[src/rtl/cfgld_pkg.sv]
package cfgld_pkg;
  localparam int WORD_W    = 16;
  localparam int FLAG_W    = 6;
  localparam int ADAPT_IDX = 17;
  localparam int ID_IDX    = 18;
  localparam int MAXT_IDX  = 19;

  typedef enum logic [1:0] {S_IDLE, S_FETCH, S_WRITE, S_FIN} ld_state_e;

  // wide -> bit 7, rate -> bits 6:4, sync -> bit 0
  function automatic logic [7:0] tgt_settings(input logic [FLAG_W-1:0] f);
    return {f[5], f[2:0], 3'b000, f[3]};
  endfunction

  function automatic logic [7:0] cfg_byte(input logic [3:0] id, input logic par,
                                          input logic brst);
    return {1'b0, brst, 1'b0, par, 1'b0, id[2:0]};
  endfunction

  function automatic logic [WORD_W-1:0] add16(input logic [WORD_W-1:0] a,
                                              input logic [WORD_W-1:0] b);
    return a + b;
  endfunction
endpackage

[src/rtl/cfgld_fetch.sv]
module cfgld_fetch #(
  parameter int WORDS  = 32,
  parameter int NCHAN  = 3,
  parameter int ADDR_W = 7,
  parameter int CH_W   = 2,
  localparam int IDX_W = $clog2(WORDS)
) (
  input  logic              clk,
  input  logic              rst_n,
  input  logic              go,
  input  logic [CH_W-1:0]   chan,
  input  logic              rd_valid,
  input  logic              rd_nack,
  output logic              rd_req,
  output logic [ADDR_W-1:0] rd_addr,
  output logic              word_stb,
  output logic              last_stb,
  output logic              abort_stb,
  output logic [IDX_W-1:0]  word_idx
);
  logic              active_q;
  logic [IDX_W-1:0]  idx_q;
  logic [ADDR_W-1:0] base_q;
  logic [CH_W-1:0]   ch_eff;

  assign ch_eff    = (chan > CH_W'(NCHAN - 1)) ? CH_W'(NCHAN - 1) : chan;
  assign rd_req    = active_q;
  assign rd_addr   = base_q + ADDR_W'(idx_q);
  assign word_idx  = idx_q;
  assign word_stb  = active_q && rd_valid;
  assign abort_stb = active_q && !rd_valid && rd_nack;
  assign last_stb  = word_stb && (idx_q == IDX_W'(WORDS - 1));

  always_ff @(posedge clk or negedge rst_n) begin
    if (!rst_n) begin
      active_q <= 1'b0;
      idx_q    <= '0;
      base_q   <= '0;
    end else if (go) begin
      active_q <= 1'b1;
      idx_q    <= '0;
      base_q   <= ADDR_W'(ch_eff) * ADDR_W'(WORDS);
    end else if (last_stb || abort_stb) begin
      active_q <= 1'b0;
    end else if (word_stb) begin
      idx_q <= idx_q + 1'b1;
    end
  end

  // a waiting request keeps its address
  a_r1_hold_addr: assert property (@(posedge clk) disable iff (!rst_n)
    (rd_req && !rd_valid && !rd_nack && !go) |=> (rd_req && $stable(rd_addr)));
  // accepted word advances the address by one
  a_r1_next_addr: assert property (@(posedge clk) disable iff (!rst_n)
    (word_stb && !last_stb) |=> (rd_req && rd_addr == $past(rd_addr) + 1'b1));
  // a refusal ends the fetch
  a_r3_abort_stop: assert property (@(posedge clk) disable iff (!rst_n)
    abort_stb |=> !rd_req);
endmodule

[src/rtl/cfgld_image.sv]
module cfgld_image
  import cfgld_pkg::*;
#(
  parameter int NTARG  = 16,
  parameter int IDX_W  = 5,
  localparam int TGT_AW = $clog2(NTARG),
  localparam int LIM_W  = $clog2(NTARG + 1)
) (
  input  logic              clk,
  input  logic              rst_n,
  input  logic              clear,
  input  logic              word_stb,
  input  logic              last_stb,
  input  logic [IDX_W-1:0]  word_idx,
  input  logic [WORD_W-1:0] word_data,
  input  logic [TGT_AW-1:0] rd_tgt,
  output logic              sum_ok,
  output logic [LIM_W-1:0]  lim,
  output logic [NTARG-1:0]  disc_mask,
  output logic [7:0]        tgt_byte,
  output logic [3:0]        id_q,
  output logic [3:0]        ctl_q   // {bus reset, parity, term low, ultra}
);
  logic [WORD_W-1:0] sum_q;
  logic [7:0]        maxt_q;
  logic [FLAG_W-1:0] flags_w [NTARG];

  assign sum_ok = (sum_q == word_data);
  assign lim    = (maxt_q >= 8'(NTARG)) ? LIM_W'(NTARG) : LIM_W'(maxt_q);

  for (genvar t = 0; t < NTARG; t++) begin : g_tgt
    logic [FLAG_W-1:0] f_q;
    always_ff @(posedge clk or negedge rst_n) begin
      if (!rst_n)                                    f_q <= '0;
      else if (word_stb && word_idx == IDX_W'(t))    f_q <= word_data[FLAG_W-1:0];
    end
    assign flags_w[t]   = f_q;
    assign disc_mask[t] = f_q[4] && (LIM_W'(t) < lim);
  end

  assign tgt_byte = tgt_settings(flags_w[rd_tgt]);

  always_ff @(posedge clk or negedge rst_n) begin
    if (!rst_n) begin
      sum_q  <= '0;
      maxt_q <= '0;
      id_q   <= '0;
      ctl_q  <= '0;
    end else if (clear) begin
      sum_q <= '0;
    end else if (word_stb) begin
      if (!last_stb) sum_q <= add16(sum_q, word_data);
      if (word_idx == IDX_W'(ADAPT_IDX))
        ctl_q <= {word_data[6], word_data[4], word_data[2], word_data[1]};
      if (word_idx == IDX_W'(ID_IDX))   id_q   <= word_data[3:0];
      if (word_idx == IDX_W'(MAXT_IDX)) maxt_q <= word_data[7:0];
    end
  end
endmodule

[src/rtl/cfgld_loader.sv]
module cfgld_loader
  import cfgld_pkg::*;
#(
  parameter int NTARG     = 16,
  parameter int IMG_WORDS = 32,
  parameter int NCHAN     = 3,
  localparam int ADDR_W = $clog2(NCHAN * IMG_WORDS),
  localparam int CH_W   = $clog2(NCHAN),
  localparam int TGT_AW = $clog2(NTARG),
  localparam int LIM_W  = $clog2(NTARG + 1),
  localparam int IDX_W  = $clog2(IMG_WORDS)
) (
  input  logic              clk,
  input  logic              rst_n,
  input  logic              start,
  input  logic [CH_W-1:0]   chan_sel,
  input  logic              ultra_cap,
  output logic              rd_req,
  output logic [ADDR_W-1:0] rd_addr,
  input  logic              rd_valid,
  input  logic              rd_nack,
  input  logic [WORD_W-1:0] rd_data,
  output logic              scr_we,
  output logic [TGT_AW-1:0] scr_addr,
  output logic [7:0]        scr_wdata,
  output logic              busy,
  output logic              done,
  output logic              defaults_valid,
  output logic [3:0]        host_id,
  output logic [7:0]        scsi_cfg,
  output logic [7:0]        disc_dis_lo,
  output logic [7:0]        disc_dis_hi,
  output logic              term_low,
  output logic              ultra_en
);
  ld_state_e         state_q, state_d;
  logic [TGT_AW-1:0] wi_q;
  logic              go, word_stb, last_stb, abort_stb, sum_ok, wr_last;
  logic              load_img, load_dflt;
  logic [IDX_W-1:0]  word_idx;
  logic [LIM_W-1:0]  lim;
  logic [NTARG-1:0]  disc_mask;
  logic [15:0]       mask16;
  logic [3:0]        id_q, ctl_q;

  assign go = start && (state_q == S_IDLE);

  cfgld_fetch #(.WORDS(IMG_WORDS), .NCHAN(NCHAN), .ADDR_W(ADDR_W), .CH_W(CH_W)) u_fetch (
    .clk(clk), .rst_n(rst_n), .go(go), .chan(chan_sel), .rd_valid(rd_valid),
    .rd_nack(rd_nack), .rd_req(rd_req), .rd_addr(rd_addr), .word_stb(word_stb),
    .last_stb(last_stb), .abort_stb(abort_stb), .word_idx(word_idx));

  cfgld_image #(.NTARG(NTARG), .IDX_W(IDX_W)) u_image (
    .clk(clk), .rst_n(rst_n), .clear(go), .word_stb(word_stb), .last_stb(last_stb),
    .word_idx(word_idx), .word_data(rd_data), .rd_tgt(wi_q), .sum_ok(sum_ok),
    .lim(lim), .disc_mask(disc_mask), .tgt_byte(scr_wdata), .id_q(id_q), .ctl_q(ctl_q));

  assign wr_last   = (LIM_W'(wi_q) + 1'b1 == lim);
  assign load_img  = ((state_q == S_FETCH) && last_stb && sum_ok && lim == '0) ||
                     ((state_q == S_WRITE) && wr_last);
  assign load_dflt = (state_q == S_FETCH) && ((last_stb && !sum_ok) || abort_stb);
  assign mask16    = 16'(disc_mask);

  always_comb begin
    state_d = state_q;
    unique case (state_q)
      S_IDLE:  if (go) state_d = S_FETCH;
      S_FETCH: if (last_stb && sum_ok && lim != '0) state_d = S_WRITE;
               else if (load_img || load_dflt)      state_d = S_FIN;
      S_WRITE: if (wr_last) state_d = S_FIN;
      S_FIN:   state_d = S_IDLE;
      default: state_d = S_IDLE;
    endcase
  end

  always_ff @(posedge clk or negedge rst_n) begin
    if (!rst_n) begin
      state_q <= S_IDLE;
      wi_q    <= '0;
    end else begin
      state_q <= state_d;
      if (state_q == S_WRITE) wi_q <= wi_q + 1'b1;
      else                    wi_q <= '0;
    end
  end

  always_ff @(posedge clk or negedge rst_n) begin
    if (!rst_n) begin
      defaults_valid <= 1'b0; host_id <= '0; scsi_cfg <= '0;
      disc_dis_lo <= '0; disc_dis_hi <= '0; term_low <= 1'b0; ultra_en <= 1'b0;
    end else if (load_img) begin
      defaults_valid <= 1'b0;
      host_id        <= id_q;
      scsi_cfg       <= cfg_byte(id_q, ctl_q[2], ctl_q[3]);
      disc_dis_lo    <= ~mask16[7:0];
      disc_dis_hi    <= ~mask16[15:8];
      term_low       <= ctl_q[1];
      ultra_en       <= ultra_cap && ctl_q[0];
    end else if (load_dflt) begin
      defaults_valid <= 1'b1;
      host_id        <= 4'd7;
      scsi_cfg       <= cfg_byte(4'd7, 1'b1, 1'b1);
      disc_dis_lo    <= 8'hFF;
      disc_dis_hi    <= 8'hFF;
      term_low       <= 1'b1;
      ultra_en       <= ultra_cap;
    end
  end

  assign scr_we   = (state_q == S_WRITE);
  assign scr_addr = wi_q;
  assign busy     = (state_q != S_IDLE);
  assign done     = (state_q == S_FIN);

  // done lasts a single cycle
  a_r9_done_pulse: assert property (@(posedge clk) disable iff (!rst_n) done |=> !done);
  // a start in the done cycle does not begin a fetch
  a_r9_start_ignored: assert property (@(posedge clk) disable iff (!rst_n) done |=> !rd_req);
  // scratch writes never overlap the fetch or the done pulse
  a_r4_write_excl: assert property (@(posedge clk) disable iff (!rst_n)
    scr_we |-> (!rd_req && !done));
  // a defaults result is never preceded by a scratch write
  a_r8_no_write: assert property (@(posedge clk) disable iff (!rst_n)
    (done && defaults_valid) |-> !$past(scr_we));
endmodule

[config.mk]
export PLATFORM = sky130hd
export DESIGN_NAME = cfgld_loader
export DESIGN_NICKNAME = d
export VERILOG_FILES = /design/src/rtl/cfgld_pkg.sv /design/src/rtl/cfgld_fetch.sv /design/src/rtl/cfgld_image.sv /design/src/rtl/cfgld_loader.sv
export SDC_FILE = /design/constraint.sdc
export NUM_CORES = 1
export LEC_CHECK = 0
export BUFFER_PORTS_ARGS = -buffer_cell sky130_fd_sc_hd__buf_2
export CORE_MARGIN = 3
export CORE_UTILIZATION = 41
export CTS_BUF_LIST = sky130_fd_sc_hd__clkbuf_4
export DETAILED_ROUTE_END_ITERATION = 16
export PLACE_DENSITY = 0.55
export SLEW_MARGIN = 20
export SYNTH_ARGS = -nofsm -noshare
export SYNTH_HDL_FRONTEND = slang
export SYNTH_HIERARCHICAL = 1
export SYNTH_SLANG_ARGS = --single-unit
[constraint.sdc]
create_clock -name clk -period 3.95 [get_ports clk]
set_clock_uncertainty 0.1 [all_clocks]
set_input_delay 0.1975 -clock clk [delete_from_list [all_inputs] [get_ports clk]]
set_output_delay 0.1975 -clock clk [all_outputs]
set_load 0.1 [all_outputs]
==> results.md <==
* Most frequent cells in the layout: 167 x dfrtp_1, 101 x mux2_2, 70 x buf_2
* Gr usage total at 18.46%
* Vias in the first global route at 5921
* CTS resizes at 0
* Setup TNS at 0 ns
* Setup WS post-layout at 0.7311 ns
* Post-place setup slack at 0.9460 ns
* Req. time, crit path at 3.65 ns
* Buffers on Ports at 71
* WL final at 20470 um
* Top Layer Used: met4
* Synth unique cells at 72
* Final Cycle Share at 81.49%
* Postcts setup bufs at 0
* # setup viols final at 0
* Via-to-Cell Ratio at 5.450
* Synthesized flop and latch total at 167
* Placed cells at 1037
* Tmin final at 3.219 ns
* Hold Crit Class: in2reg
* Worst skew pair latency at 0.55 ns
* CTS Sinks at 167
* Via count at 5886
* Worst vdd ir at 0.1591 mV
* DR pass1 iterations at 6
* Final slew viol count at 0
* Static Leak at 4.781 nW
* Power Density at 287.8 nW/um^2
* Max-cap viol count at 0
* Metal1 wirelength at 9537 um
* CTS tree: built
* Hold_ws at 0.06672 ns
* Crit path launch type: flip-flop
* Slowest stage cell, crit path: mux4_2
* CP cell instances: buf_4 > mux4_2 > mux4_2 > buf_2
* Initial antenna violation count at 1
* Synth Area per Inst at 11.89 sq um
* Final hold vios at 0
* DR iter-0 viols at 331
* Total number of yosys warnings at 6
* Clock-pin slew on the worst setup and hold paths at 0.14 ns
* Critical path peak fanout at 20
* Max clock buf depth at 2
* Crit-path max cell delay at 0.60 ns
* Die Wd at 151.4 um
* Site row count at 52
* Nets@finish at 845
* Metal2 WL at 9974 um
* Layout cells sized above 1 at 32.26%
* Total die area at 22930 sq um
* Sequential share of the synthesized area at 48.20%
* Largest net degree at the start of global routing at 84
* Most common cell after layout, fill and taps aside: dfrtp_1
* CORE AREA at 20490 sq um
* Multi-input logic area at 4180 sq um
* Global-route wire length before repair at 32570 um
* Final Power at 0.002759 W
* RSZ-0062 raised after global routing: false
* Fmax at 0.3107 GHz
* Inserted Clock Buffers at 17
* Storage cell area at 4179 sq um
* Routed len/inst at 18.95 um
* Drt drc at 0
* Root Buffer: clkbuf_4
* DRT antenna net count at 0
* GR Overflow Total at 0
* Worst path most repeated cell: mux4_2
* Post-synth EDFFs at 0
* Initial Util at 42.30%
* Final Instance Count excl. Fillers at 1080
* Filler cells at 1870
* Status: finished, final reports clean
* Element type at the critical path end: output port
* RD Place Congestion at 0.8220
* Syn Inst Count at 729
* Setup CP Type: reg2out
* Ys flop type: dfrtp_1
* Detail Placement HPWL at 14650 um
* Max_slew headroom at 42.60%
* Die H at 151.4 um
* Worst-margin pin slew at 0.8578 ns
* Layout area overhead at 10.58%
* H-tree levels at 4
* WL met3 at 729 um
* Critical Path AT at 2.92 ns
* Async set-or-reset flop fraction in the synthesized netlist at 100.0%
* Mapped cell area at 8670 sq um
* IO Pins at 78
==> state kept, by name, summed over array words and instances (netlist names), 5 cells and up <==
| register | flops |
|---|---|
| u_image/sum_q | 16 |
| u_image/g_tgt.f_q | 96 |
| disc_dis_hi | 8 |
| u_image/maxt_q | 8 |
| disc_dis_lo | 8 |
| u_fetch/word_idx | 5 |
==> through the flow <==
| stage | util (%) | instance area, sq um |
|---|---|---|
| after detailed placement | 45.00 | 9223 |
| final | 46.78 | 9587 |
| after global placement | 45.00 | 9223 |
| after CTS | 46.72 | 9575 |
| after global routing | 46.78 | 9587 |
| after floorplan | - | 8685 |
==> final timing paths <==
path / cells after the start / endpoint / startpoint / slack (ns)
worst max register to register: 9 / u_image/sum_q[15]$_DFFE_PN0P_ / u_fetch/word_idx[0]$_DFFE_PN0P_ / 0.89
max in group asynchronous: 3 / disc_dis_lo[2]$_DFFE_PN0P_ / rst_n / 2.67
worst min register to register: 2 / u_image/g_tgt[2].f_q[1]$_DFFE_PN0P_ / u_image/g_tgt[2].f_q[1]$_DFFE_PN0P_ / 0.40
worst max-delay path: 4 / scr_wdata[7] / scr_addr[0]$_DFF_PN0_ / 0.73
min in group asynchronous: 2 / u_fetch/word_idx[4]$_DFFE_PN0P_ / rst_n / 0.14
worst min-delay path: 4 / u_image/sum_q[0]$_DFFE_PN0P_ / rd_data[0] / 0.07
==> worst max-delay path, delay by kind of cell, from the launching register on <==
family	cells	cell delay, ns
mux	2	1.09
buf+inv	2	0.76
flops	1	0.51
==> area by class of cell <==
cell class | instances | share of cell area (%)
sequential | 167 | 43.59
clock inverter | 13 | 1.122
antenna | 1 | 0.02610
clock buffer | 18 | 1.410
tap | 270 | 3.524
multi-input combinational | 498 | 43.60
timing repair buffer | 97 | 6.095
inverter | 16 | 0.6265
==> power by group <==
group | leakage (nW) | switching (W) | internal, W
clock network | 0.133 | 0.000601 | 0.000311
registers | 2.32 | 0 | 0.00171
logic | 2.33 | 0.000105 | 0.0000326
total | 4.78 | 0.000706 | 0.00205
==> synth_stat cells, types with 7 or more instances <==
library cell | n | share of area, %
mux4_2 | 25 | 6.5
nand3_1 | 10 | 0.58
a21boi_0 | 10 | 0.87
nor2_1 | 46 | 2.0
a21oi_1 | 25 | 1.4
o31ai_1 | 7 | 0.61
dfrtp_1 | 167 | 48
buf_4 | 14 | 1.2
nand3b_1 | 11 | 0.95
o21ai_0 | 35 | 2.0
mux2_2 | 101 | 13
nand2_1 | 51 | 2.2
nand2b_1 | 7 | 0.51
mux2i_1 | 19 | 2.2
ha_1 | 23 | 3.3
and2_1 | 9 | 0.65
inv_1 | 16 | 0.69
nor2b_1 | 12 | 0.87
clkbuf_1 | 25 | 1.1
buf_2 | 8 | 0.46
==> metal layers <==
metal	track usage, %	up-vias
met1	25.29	2995
met3	3.591	20
met5	0	-
met4	3.717	0
li1	-	2765
met2	30.74	106
==> logic make-up after synthesis <==
kind of cell | after synthesis | synth area share (%)
buf+inv | 68 | 3.853
flops | 167 | 48.20
fa+ha+maj | 24 | 3.550
xor+xnor | 10 | 1.010
simple gates | 189 | 11.72
compound gates | 123 | 9.598
other cells | 2 | 0.08662
mux | 146 | 21.98
==> repair_timing <==
action | in CTS | in global routing
endpoints found under the setup margin | 0 | 0
hold endpoints to repair | 99 | 0
hold buffers | 11 | 0
(Power assumes the default switching activity.)
